[src/rtl/sd_tok_pkg.sv]
// Package: shared widths, state type and the token body helper for the
// SD command token builder. Assumes a 6-bit index and a 32-bit argument.
package sd_tok_pkg;
    localparam int IDX_W   = 6;
    localparam int ARG_W   = 32;
    localparam int CRC_W   = 7;
    localparam int BODY_W  = 2 + IDX_W + ARG_W;   // 40 bits covered by CRC
    localparam int TOKEN_W = BODY_W + CRC_W + 1;  // 48 bits on the wire
    localparam int WORD_W  = 16;

    typedef enum logic [1:0] {
        ST_IDLE = 2'd0,
        ST_CRC  = 2'd1,
        ST_LOAD = 2'd2,
        ST_SEND = 2'd3
    } tok_state_e;

    // Build the 40-bit body: start bit 0, transmission bit 1, index, argument.
    function automatic logic [BODY_W-1:0] make_body(input logic [IDX_W-1:0] idx,
                                                    input logic [ARG_W-1:0] arg);
        return {2'b01, idx, arg};
    endfunction
endpackage

[src/rtl/sd_tok_crc7.sv]
// Bit-serial CRC engine. One input bit per enabled cycle, MSB-first.
// Assumes the caller clears it before the first bit of a new message.
module sd_tok_crc7 #(
    parameter int           CRC_W = 7,
    parameter logic [CRC_W-1:0] POLY = 7'h09
) (
    input  logic             clk,
    input  logic             rst_n,
    input  logic             clear,
    input  logic             en,
    input  logic             din,
    output logic [CRC_W-1:0] crc
);
    logic feedback;

    // Feedback term: incoming bit against the register MSB.
    always_comb feedback = din ^ crc[CRC_W-1];

    // CRC register update: shift left and fold in the polynomial on feedback.
    always_ff @(posedge clk) begin
        if (!rst_n)
            crc <= '0;
        else if (clear)
            crc <= '0;
        else if (en)
            crc <= {crc[CRC_W-2:0], 1'b0} ^ (feedback ? POLY : '0);
    end
endmodule

[src/rtl/sd_tok_framer.sv]
// Combinational framer: joins body and CRC into the token and splits it
// into register words, most significant word first. Assumes TOKEN_W is a
// multiple of WORD_W.
module sd_tok_framer #(
    parameter int BODY_W  = 40,
    parameter int CRC_W   = 7,
    parameter int WORD_W  = 16,
    localparam int TOKEN_W = BODY_W + CRC_W + 1,
    localparam int N_WORDS = TOKEN_W / WORD_W
) (
    input  logic [BODY_W-1:0]          body,
    input  logic [CRC_W-1:0]           crc,
    output logic [TOKEN_W-1:0]         token,
    output logic [N_WORDS*WORD_W-1:0]  words
);
    // Token assembly: body, CRC, then the end bit.
    always_comb token = {body, crc, 1'b1};

    // Word slicing: word N_WORDS-1 carries the first wire bits.
    for (genvar w = 0; w < N_WORDS; w++) begin : g_word
        assign words[w*WORD_W +: WORD_W] = token[w*WORD_W +: WORD_W];
    end
endmodule

[src/rtl/sd_tok_shifter.sv]
// Serial output stage: loads a token and shifts it out MSB-first, one bit
// every DIV clocks. The line rests high when not shifting. Assumes load is
// only asserted while the stage is idle.
module sd_tok_shifter #(
    parameter int TOKEN_W = 48,
    parameter int DIV     = 4,
    localparam int DIV_W  = (DIV > 1) ? $clog2(DIV) : 1,
    localparam int BIT_W  = $clog2(TOKEN_W)
) (
    input  logic               clk,
    input  logic               rst_n,
    input  logic               load,
    input  logic [TOKEN_W-1:0] token_in,
    output logic               ser_out,
    output logic               finish
);
    logic [TOKEN_W-1:0] sreg;
    logic [DIV_W-1:0]   div_cnt;
    logic [BIT_W-1:0]   bit_cnt;
    logic               active;
    logic               tick;

    // Bit period tick: every cycle when DIV is 1, else at the counter limit.
    if (DIV == 1) begin : g_nodiv
        assign tick = 1'b1;
    end else begin : g_div
        assign tick = (div_cnt == DIV_W'(DIV - 1));
    end

    // Final tick of the last token bit.
    always_comb finish = active && tick && (bit_cnt == BIT_W'(TOKEN_W - 1));

    // Line drive: token MSB while active, idle high otherwise.
    always_comb ser_out = active ? sreg[TOKEN_W-1] : 1'b1;

    // Shift register, bit period counter and bit counter.
    always_ff @(posedge clk) begin
        if (!rst_n) begin
            sreg    <= '1;
            div_cnt <= '0;
            bit_cnt <= '0;
            active  <= 1'b0;
        end else if (load) begin
            sreg    <= token_in;
            div_cnt <= '0;
            bit_cnt <= '0;
            active  <= 1'b1;
        end else if (active) begin
            if (tick) begin
                div_cnt <= '0;
                sreg    <= {sreg[TOKEN_W-2:0], 1'b1};
                bit_cnt <= bit_cnt + 1'b1;
                if (finish)
                    active <= 1'b0;
            end else begin
                div_cnt <= div_cnt + 1'b1;
            end
        end
    end
endmodule

[src/rtl/sd_cmd_token_tx.sv]
// SD command token builder and CMD-line serializer. Latches index and
// argument on an idle start, computes CRC7 bit-serially over the 40 body
// bits, publishes the token as three words and shifts it out. Assumes
// start is a synchronous level sampled each cycle; starts while busy drop.
module sd_cmd_token_tx #(
    parameter int BIT_DIV = 4,
    localparam int IDX_W   = sd_tok_pkg::IDX_W,
    localparam int ARG_W   = sd_tok_pkg::ARG_W,
    localparam int WORD_W  = sd_tok_pkg::WORD_W
) (
    input  logic              clk,
    input  logic              rst_n,
    input  logic              start,
    input  logic [IDX_W-1:0]  cmd_index,
    input  logic [ARG_W-1:0]  cmd_arg,
    output logic              busy,
    output logic              done,
    output logic [WORD_W-1:0] word_hi,
    output logic [WORD_W-1:0] word_mid,
    output logic [WORD_W-1:0] word_lo,
    output logic              cmd_out
);
    import sd_tok_pkg::*;

    localparam int N_WORDS = TOKEN_W / WORD_W;
    localparam int CNT_W   = $clog2(BODY_W);

    tok_state_e                state;
    logic [BODY_W-1:0]         body_q;
    logic [BODY_W-1:0]         crc_feed;
    logic [CNT_W-1:0]          crc_cnt;
    logic [CRC_W-1:0]          crc_val;
    logic [TOKEN_W-1:0]        token;
    logic [N_WORDS*WORD_W-1:0] words_new;
    logic [N_WORDS*WORD_W-1:0] words_q;
    logic                      accept;
    logic                      finish;
    logic                      done_q;

    // Request acceptance: only from idle.
    always_comb accept = start && (state == ST_IDLE);

    sd_tok_crc7 #(
        .CRC_W (CRC_W),
        .POLY  (7'h09)
    ) u_crc (
        .clk   (clk),
        .rst_n (rst_n),
        .clear (accept),
        .en    (state == ST_CRC),
        .din   (crc_feed[BODY_W-1]),
        .crc   (crc_val)
    );

    sd_tok_framer #(
        .BODY_W (BODY_W),
        .CRC_W  (CRC_W),
        .WORD_W (WORD_W)
    ) u_framer (
        .body  (body_q),
        .crc   (crc_val),
        .token (token),
        .words (words_new)
    );

    sd_tok_shifter #(
        .TOKEN_W (TOKEN_W),
        .DIV     (BIT_DIV)
    ) u_shift (
        .clk      (clk),
        .rst_n    (rst_n),
        .load     (state == ST_LOAD),
        .token_in (token),
        .ser_out  (cmd_out),
        .finish   (finish)
    );

    // Sequencer: idle, CRC over the body, load, then send until finish.
    always_ff @(posedge clk) begin
        if (!rst_n) begin
            state    <= ST_IDLE;
            body_q   <= '0;
            crc_feed <= '0;
            crc_cnt  <= '0;
        end else begin
            unique case (state)
                ST_IDLE: if (accept) begin
                    body_q   <= make_body(cmd_index, cmd_arg);
                    crc_feed <= make_body(cmd_index, cmd_arg);
                    crc_cnt  <= '0;
                    state    <= ST_CRC;
                end
                ST_CRC: begin
                    crc_feed <= {crc_feed[BODY_W-2:0], 1'b0};
                    crc_cnt  <= crc_cnt + 1'b1;
                    if (crc_cnt == CNT_W'(BODY_W - 1))
                        state <= ST_LOAD;
                end
                ST_LOAD: state <= ST_SEND;
                ST_SEND: if (finish) state <= ST_IDLE;
                default: state <= ST_IDLE;
            endcase
        end
    end

    // Word register: captures the finished token at load time.
    always_ff @(posedge clk) begin
        if (!rst_n)
            words_q <= '0;
        else if (state == ST_LOAD)
            words_q <= words_new;
    end

    // Completion pulse: registered copy of the shifter's last tick.
    always_ff @(posedge clk) begin
        if (!rst_n)
            done_q <= 1'b0;
        else
            done_q <= finish;
    end

    assign busy     = (state != ST_IDLE);
    assign done     = done_q;
    assign word_hi  = words_q[2*WORD_W +: WORD_W];
    assign word_mid = words_q[1*WORD_W +: WORD_W];
    assign word_lo  = words_q[0*WORD_W +: WORD_W];
endmodule

[config.mk]
export PLATFORM = sky130hd
export DESIGN_NAME = sd_cmd_token_tx
export DESIGN_NICKNAME = d
export VERILOG_FILES = /design/src/rtl/sd_tok_pkg.sv /design/src/rtl/sd_tok_crc7.sv /design/src/rtl/sd_tok_framer.sv /design/src/rtl/sd_tok_shifter.sv /design/src/rtl/sd_cmd_token_tx.sv
export SDC_FILE = /design/constraint.sdc
export NUM_CORES = 1
export LEC_CHECK = 0
export ABC_AREA = 1
export ABC_CLOCK_PERIOD_IN_PS = 4500
export BUFFER_PORTS_ARGS = -buffer_cell sky130_fd_sc_hd__clkbuf_2
export CORE_MARGIN = 3
export CORE_UTILIZATION = 51
export CTS_BUF_LIST = sky130_fd_sc_hd__clkbuf_4 sky130_fd_sc_hd__clkbuf_8
export CTS_CLUSTER_SIZE = 16
export DETAILED_ROUTE_END_ITERATION = 7
export PLACE_DENSITY = 0.72
export SYNTH_ARGS = -nofsm -noshare
export SYNTH_HDL_FRONTEND = slang
export SYNTH_SLANG_ARGS = --single-unit
[constraint.sdc]
create_clock -name clk -period 4.5 [get_ports clk]
set_input_delay 0.45 -clock clk [delete_from_list [all_inputs] [get_ports clk]]
set_output_delay 0.45 -clock clk [all_outputs]
set_load 0.1 [all_outputs]
* Word-level counts from Yosys, hierarchy flattened
Index checks and enable logic that the tools add are counted.
Cells by class: bitwise operators 3, eq/ne operators 9, reductions and logical operators 15, $add $sub $neg 3, multiplexer cells 18
Operators with widths (count):
- 2-to-1 mux 48 bit | 3
- one-hot mux 40 bit (2 select lines) | 1
- 2-to-1 mux 40 bit | 1
- adder 6 x 1 -> 6 bit, second input constant | 2
- == test 6 bit, second input constant | 2
- one-hot mux 6 bit (2 select lines) | 1
- 2-to-1 mux 2 bit | 4
- one-hot mux 2 bit (4 select lines) | 1
- AND reduction 2 bit | 4
- nonzero test 2 bit | 4
- XOR 7 bit | 1
- == test 2 bit, second input constant | 3
- 2-to-1 mux 6 bit | 1
- != test 2 bit, second input constant | 3
- 2-to-1 mux 1 bit | 5
- 2-to-1 mux 4 bit | 1
- OR reduction 2 bit | 2
- logical AND 1 bit | 3
- AND reduction 3 bit | 1
- adder 2 x 1 -> 2 bit, second input constant | 1
- == test 2 x 1 -> 1 bit, second input constant | 1
- zero test 2 bit | 1
- inverter 1 bit | 1
- XOR 1 bit | 1
Storage, ports and cells: bits in registers 198, word-level logic and storage cells 59, output and inout port bits 51

* Longest topological paths before layout
Gate-level depths: netlist of run 1.
depth in word-level cells 7, depth in mapped cells 10, depth with buffers taken out 9

* By module
From an unflattened synthesis of run 1, not the netlist that was laid out.
Second synthesis, totals: cell total of the unflattened synthesis 1130, area total of the unflattened synthesis 8682.1 um2
By module, submodules not included:
- sd_cmd_token_tx | cells each 668, area an instance 5133.7 um2, instances 1
- sd_tok_shifter | cells each 324, area an instance 2492.4 um2, instances 1
- sd_tok_framer | cells each 97, area an instance 724.4 um2, instances 1
- sd_tok_crc7 | cells each 41, area an instance 331.6 um2, instances 1

* Worst setup path before layout of run 1
Ideal clock, no wire load.
path kind register to register, start point register state[0], end point register crc_feed[38], buffers on the path 0, arrival time 1.800 ns, library setup time 0.119 ns, setup slack 2.581 ns, cell stages (with the launch flop) 8, path through dfxtp_1 > inv_1 > ha_1 > inv_1 > or2_2 > nand2_1 > o21ai_0 > a21oi_1
On the way: longest elaborated chain between the ends 4, elaborated cells between the ends (all ways) 7, classes of those cells eq/ne (2); mux (1); reduce/logical (4)
Ends and longest elaborated chain:
- from (decl) | RTL line sd_cmd_token_tx.sv:28 | tok_state_e state;
- from (signal assigned) | RTL line sd_cmd_token_tx.sv:81 | state <= ST_IDLE;
- from (signal assigned) | RTL line sd_cmd_token_tx.sv:91 | state <= ST_CRC;
- from (signal assigned) | RTL line sd_cmd_token_tx.sv:97 | state <= ST_LOAD;
- zero test 2 bit | RTL line sd_cmd_token_tx.sv:41, sd_cmd_token_tx.sv:86
- logical AND 1 bit | RTL line sd_cmd_token_tx.sv:41 | always_comb accept = start && (state == ST_IDLE);
- != test 2 bit (no line)
- AND reduction 2 bit (no line)
- to (signal assigned) | RTL line sd_cmd_token_tx.sv:89 | crc_feed <= make_body(cmd_index, cmd_arg);
- to (signal assigned) | RTL line sd_cmd_token_tx.sv:94 | crc_feed <= {crc_feed[BODY_W-2:0], 1'b0};
- to (decl) | RTL line sd_cmd_token_tx.sv:30 | logic [BODY_W-1:0] crc_feed;
Several ways; a longest one is shown, not always the timed one. A chain may end at the register's enable or synchronous reset.

* Worst setup path in the final report of run 1
start point register state[0], end point register u_shift.sreg[23]
On the way: longest elaborated chain between the ends 3, elaborated cells between the ends (all ways) 5, classes of those cells eq/ne (1); mux (1); reduce/logical (3)
Ends and longest elaborated chain:
- == test 2 bit * | RTL line sd_cmd_token_tx.sv:72 | .load (state == ST_LOAD),
- nonzero test 2 bit (no line)
- AND reduction 2 bit (no line)
- to (signal assigned) | RTL line sd_tok_shifter.sv:44 | sreg <= token_in;
- to (signal assigned) | RTL line sd_tok_shifter.sv:51 | sreg <= {sreg[TOKEN_W-2:0], 1'b1};
- to (decl) | RTL line sd_tok_shifter.sv:17 | logic [TOKEN_W-1:0] sreg;
Every way passes the cells marked *; elsewhere a longest branch is shown, timed or not.

==> results of run 1 <==
metal layers:
metal | vias up | part of all wire, % | global-route usage [%]
met5 | - | 0 | 0
met4 | 0 | 1.4 | 6.69
met3 | 14 | 4.8 | 4.51
met2 | 144 | 45 | 33.7
met1 | 2817 | 49 | 25.4
li1 | 3261 | - | -
synth_stat cells, drive strengths merged:
master   number
xnor2         1
nor3          5
nand2       300
nor2        100
ha            8
inv          28
o21a          1
a31oi        39
nand4        48
clkbuf       31
buf          33
or2           2
dfxtp       198
nand3        12
o21ai        84
o2111ai       1
conb          1
a21oi        63
flip-flops by register name (all words and copies together) (netlist names):
register	count
u_shift.bit_cnt	6
body_q	39
u_shift.active	1
crc_feed	40
u_shift.sreg	47
done	1
u_crc.crc	7
crc_cnt	6
words_q	47
u_shift.div_cnt	2
state	2
layout by cell type, fill, tap and decap left out, drive strengths merged, types with 2 or more instances in the layout:
| master | n |
|---|---|
| nand2 | 300 |
| dfxtp | 198 |
| clkbuf | 111 |
| nor2 | 100 |
| o21ai | 84 |
| a21oi | 63 |
| nand4 | 48 |
| a31oi | 39 |
| inv | 28 |
| nand3 | 12 |
| buf | 8 |
| ha | 8 |
| nor3 | 5 |
| clkinv | 4 |
| or2 | 2 |
| clkinvlp | 2 |
| bufinv | 2 |
where the power goes:
| group | internal (mW) | leakage [nW] | switching, mW |
|---|---|---|---|
| clock network | 0.543 | 0.198 | 0.572 |
| registers | 2.18 | 1.62 | 0.203 |
| logic | 0.458 | 1.60 | 1.30 |
| total | 3.18 | 3.42 | 2.08 |
worst max path at each step:
stage                                    endpoint  cells past startpoint                   from
floorplan               crc_feed[38]$_SDFFE_PN0P_                      7  state[0]$_SDFFE_PN0P_
global placement    u_shift.sreg[15]$_SDFFE_PN1P_                      8  state[0]$_SDFFE_PN0P_
detailed placement  u_shift.sreg[18]$_SDFFE_PN1P_                      8  state[0]$_SDFFE_PN0P_
CTS                 u_shift.sreg[18]$_SDFFE_PN1P_                      8  state[0]$_SDFFE_PN0P_
global route        u_shift.sreg[25]$_SDFFE_PN1P_                      8  state[0]$_SDFFE_PN0P_
finish              u_shift.sreg[23]$_SDFFE_PN1P_                      8  state[0]$_SDFFE_PN0P_
cells by family (layout without fill, tap and decap cells):
logic type | Yosys count | in the layout | synth area share [%]
buffers and inverters | 92 | 155 | 5.22
AOI/OAI and AO/OA | 188 | 188 | 13.6
adders and majority gates | 8 | 8 | 1.36
other | 1 | 1 | 0.0508
DFF | 198 | 198 | 53.7
and+or+nand+nor | 467 | 467 | 25.9
xor gates and xnor gates | 1 | 1 | 0.119
metrics by stage:
| stage | worst slack, ns | hold slack (ns) | instance area, µm² | instances |
|---|---|---|---|---|
| 5_1_grt | 1.40 | 0.237 | 8230 | 1198 |
| 2_1_floorplan | 2.58 | 0.419 | 7380 | 955 |
| 4_1_cts | 1.73 | 0.223 | 8230 | 1198 |
| 3_5_place_dp | 1.74 | 0.444 | 7840 | 1168 |
| 6_report | 1.78 | 0.248 | 8230 | 1198 |
| 3_3_place_gp | 1.83 | 0.433 | 7840 | 1168 |
worst max-delay path, cell delays in order (launching register included):
cell	delay [ns]
dfxtp_1	0.33
inv_1	0.14
ha_2	0.88
clkinv_1	0.16
buf_4	0.31
nand2_1	0.17
inv_2	0.30
nand2_1	0.16
nand4_1	0.09
cell type report:
| type | instances | area (µm²) |
|---|---|---|
| Clock inverter | 8 | 98.8 |
| Multi-Input combinational cell | 665 | 3040 |
| Sequential cell | 198 | 3960 |
| Tap cell | 180 | 225 |
| Clock buffer | 22 | 290 |
| Inverter | 28 | 105 |
| Timing Repair Buffer | 97 | 505 |
| Fill cell | 1329 | 5810 |
==> impl_metrics.yaml, run 1 <==
status:
  status: "completed"
setup_path:
  cp_max_fo: 51
  cp.required_ns: 4.82
  start_kind: "flip-flop"
  r2r_slack_ns: 1.78
  end_kind: "flip-flop"
  path_class: "reg -> reg"
  r2r_cells: 8
  worstReg2RegEnd: "u_shift.sreg[23]$_SDFFE_PN1P_"
  worstPathArrival_ns: 3.03
  r2r-start: "state[0]$_SDFFE_PN0P_"
sta:
  setup_tns_ns: 0
  final-max-slew-violation-count: 0
  finalCritPeriodShare_pct: 60.4
  hold_viol_final: 0
  fin_skew_ns: 0.00975
  worst_slew_pin_slew_ns: 1.04
  max_clock_freq_mhz: 368
  slew_headroom_pct: 30.7
  finalCriticalPeriod_ns: 2.72
  rsz0062_at_grt: "no"
  setup_viol: 0
logic_synthesis:
  synthTopCellsByArea: "dfxtp_1 54%, nand2_1 15%, o21ai_0 5.4%, nor2_1 5.0%, a21oi_1 4.3%"
  synth_top_area_share_pct: 53.7
  synth-seq-cells: 198
  syn-cell-area_mm2: 0.00738
  synth_cells: 955
  syn_nets: 1004
  syn-mean-instance-area_um2: 7.73
  yosys_warnings: 0
  ys_types: 26
  ys_seq_area_share_pct: 53.7
  synth_largest_area_cell: "dfxtp_1"
flow_run:
  cap_violations: 0
die:
  num_rows: 43
  dieHeight_um: 126
  ios: 92
  core-area_mm2: 0.0140
  die_area_mm2: 0.0160
  die_w_um: 126
  initial_utilization_pct: 52.6
placement:
  gp_congestion: 0.789
  io_buffers: 90
  dp_hpwl_um: 9850
global_routing:
  grt_max_degree: 71
  grt_pass1_vias: 5838
  grt_remaining_overflow: 0
  antenna_found_initial: 0
  grt_pass1_wl_um: 26600
  grt.total_usage_pct: 20.0
hold_path:
  holdPathStages: 3
  hold_class: "in -> reg"
  whs_endpoint: "crc_feed[16]$_SDFFE_PN0P_"
  min-delay-start: "cmd_arg[16]"
clocking:
  cts_root_buffer: "clkbuf_8"
  path_clk_slew_ns: 0.09
  post-cts-setup-buffer-count: 0
  cts_tree: "built"
  cts_max_path_buffers: 2
  htreeDepth: 4
  clock_latency_ns: 0.46
  cts_resized: 0
  ctsHoldBuffers: 0
  cts_buffers: 17
  clkSinkCount: 198
pwr:
  power_leakage_nw: 3.42
  total_power_mw: 5.26
  p_per_area_mw_per_mm2: 639
  ir_drop_uv: 380
cells_and_area:
  synthToLayoutAreaGrowth_pct: 11.4
  final_core_util_pct: 58.6
  drive_gt1_share_pct: 13.9
  nets: 1056
  num_antenna_cells: 0
routing:
  drtIter0Drc: 466
  drc: 0
  vias: 6236
  drtPass1Iterations: 5
  ant_nets: 0
  wirelength_um: 15400
  detail_route.wl_per_cell_um: 12.8
  viasPerCell: 5.21
No activity file was read; power rests on OpenSTA's default activity.
==> run 2, diff against run 1 <==
Settings changed: ABC_AREA 1 to 0, ABC_CLOCK_PERIOD_IN_PS 4500 to 2800, PLACE_DENSITY 0.72 to 0.71.
Clock period 4.5 ns to 2.8 ns, I/O delays scaled along.
==> run 2 against run 1 <==
Effect of this change: hold slack got worse by 0.21 ns; final area increased by 10%; largest cell class unchanged; die area increased by 9.3%; critical endpoint is now busy; non-clock buffer count increased by 10; flip-flop and latch count unchanged; core utilization increased by 0.34 points; via count decreased by 0.96%; critical path type is now reg -> out; register-to-register slack got worse by 0.89 ns.
==> impl_metrics.yaml, run 2 <==
setup_path:
  cp_max_fo: 5
  r2r_slack_ns: 0.89
  cp-endpoint: "busy"
  worstReg2RegEnd: "crc_cnt[5]$_SDFFE_PN0P_"
  r2r-start: "state[0]$_SDFFE_PN0P_"
  cp.required_ns: 2.52
  end_kind: "output pin"
  setup.worst_path.start: "state[0]$_SDFFE_PN0P_"
  start_kind: "flip-flop"
  path_class: "reg -> out"
  worstPathArrival_ns: 1.89
  r2r_cells: 7
logic_synthesis:
  synth-seq-cells: 198
  syn_nets: 935
  syn-cell-area_mm2: 0.00811
  ys_types: 36
  ys.flop_type: "dfxtp_1"
  synth.top_cells.by_count: "198 x dfxtp_1, 135 x nand2_1, 108 x nor2_1"
  synth_compound_area_share_pct: 15.9
  yosys_warnings: 0
  synth_edf_count: 0
  synth-simple-area-share_pct: 16.1
  synthTopCellsByArea: "dfxtp_1 49%, mux2i_1 11%, nand2_1 6.3%, nor2_1 5.0%, a211o_1 4.9%"
  syn-mean-instance-area_um2: 9.15
  synth_cells: 886
  synth_top_family_by_area: "simple AND/OR/NAND/NOR gates"
  synth_mux_area_share_pct: 11.8
  ys_seq_area_share_pct: 48.9
  synth_largest_area_cell: "dfxtp_1"
  async_flop_share_pct: 0
  synth_top_area_share_pct: 48.9
  synthAdderAreaFrac_pct: 1.23
  yosysMostFrequentCell: "dfxtp_1"
  synth_xor_xnor_area_share_pct: 1.30
sta:
  final.setup.worst_slack_ns: 0.628
  setup_viol: 0
  rsz0062_at_grt: "no"
  final-max-slew-violation-count: 0
  finalCriticalPeriod_ns: 2.17
  max_clock_freq_mhz: 460
  fin_skew_ns: 0.0116
  finalCritPeriodShare_pct: 77.6
  whs_ns: 0.0430
  slew_headroom_pct: 62.7
  hold_viol_final: 0
  worst_slew_pin_slew_ns: 0.562
  setup_tns_ns: 0
die:
  dieHeight_um: 132
  initial_utilization_pct: 52.7
  ios: 92
  die_area_mm2: 0.0174
  die_w_um: 132
  num_rows: 45
  core-area_mm2: 0.0154
cells_and_area:
  synthToLayoutAreaGrowth_pct: 11.7
  regArea_mm2: 0.00396
  multi_input_area_mm2: 0.00377
  nets: 983
  layout_common_cells: "198 x dfxtp_1, 134 x nand2_1, 108 x nor2_1"
  num_antenna_cells: 0
  top_regs: "u_shift.sreg x47, words_q x47, crc_feed x40"
  final_core_util_pct: 58.9
  stdcell_count: 1158
  fin_area_mm2: 0.00906
  final_common_cell: "dfxtp_1"
  n_fill_cell: 1380
  drive_gt1_share_pct: 17.6
clocking:
  cts_resized: 0
  clkSinkCount: 198
  cts_root_buffer: "clkbuf_8"
  path_clk_slew_ns: 0.10
  cts_max_path_buffers: 2
  cts_buffers: 17
  cts_tree: "built"
  htreeDepth: 4
  clock_latency_ns: 0.46
  post-cts-setup-buffer-count: 0
  ctsHoldBuffers: 0
flow_run:
  cap_violations: 0
pwr:
  p_per_area_mw_per_mm2: 949
  power_leakage_nw: 3.67
  total_power_mw: 8.59
  ir_drop_uv: 669
routing:
  drtPass1Iterations: 5
  drc: 0
  ant_nets: 0
  detail_route.wl_per_cell_um: 14.4
  viasPerCell: 5.33
  drtIter0Drc: 340
  vias: 6176
  wirelength_um: 16700
hold_path:
  hold_class: "in -> reg"
placement:
  dp.cells: 1126
  placed_area_mm2: 0.00864
  io_buffers: 90
  dp_hpwl_um: 10700
  gp_congestion: 0.772
  pre_cts_slack_ns: 0.905
global_routing:
  grt_pass1_vias: 5744
  grt_pass1_wl_um: 28400
  grt.total_usage_pct: 19.5
  grt_max_degree: 96
  grt_remaining_overflow: 0
  antenna_found_initial: 0
status:
  status: "completed"
## run 2: changes by cell type after synthesis, moves of 22 or more
cell and delta:
o21ai_0 -49, a21oi_1 -22, mux2i_1 +93, a211o_1 +45, and3_1 +46, nand4_1 -44, nand2_1 -163, a31oi_1 -39
## run 2: worst min-delay path by stage
stage | startpoint | endpoint | slack (ns) | cells after the start
finish | cmd_index[0] | body_q[32]$_SDFFE_PN0P_ | 0.04 | 3
global placement | words_q[0]$_SDFFE_PN0P_ | words_q[0]$_SDFFE_PN0P_ | 0.45 | 2
detailed placement | words_q[0]$_SDFFE_PN0P_ | words_q[0]$_SDFFE_PN0P_ | 0.46 | 2
floorplan | cmd_arg[10] | body_q[10]$_SDFFE_PN0P_ | 0.42 | 2
global route | cmd_arg[29] | body_q[29]$_SDFFE_PN0P_ | 0.008 | 3
CTS | cmd_index[0] | body_q[32]$_SDFFE_PN0P_ | 0.008 | 3
## run 2: final cells by class
type,instances,area share (%)
inverters,7,0.318
clock inverters,12,1.62
clock buffers,20,2.97
well taps,211,2.91
multi-input cells,603,41.6
flip-flops and latches,198,43.8
repair buffers,107,6.80
## run 2: logic make-up (layout without fill, tap and decap cells)
family          after synthesis  in the layout
buf+inv                      85            146
xor+xnor                     12             12
compound gates              181            181
fa+ha+maj                     8              8
other cells                   1              1
flops                       198            198
simple gates                306            306
mux                          95             95
## run 2: power by group
part / internal (mW) / leakage, nW / switching, mW
logic: 1.10 / 1.86 / 1.87
registers: 3.42 / 1.62 / 0.337
clock network: 0.866 / 0.201 / 1.00
## run 2: metal layers
metal  share of wire (%)  global-route usage (%)  vias to the layer above  wire length, µm
met2                  47                    31.9                      115             7870
met5                   0                       0                        -                0
li1                    -                       -                     3146                -
met4                 1.5                    6.36                        0              247
met1                  48                    26.0                     2895             7950
met3                 3.8                    4.08                       20              639
## run 2: worst max-delay path, stage by stage (launching register included)
cell and delay, ns:
dfxtp_1 0.39, inv_1 0.12, ha_1 0.26, inv_1 0.17, clkbuf_2 0.49
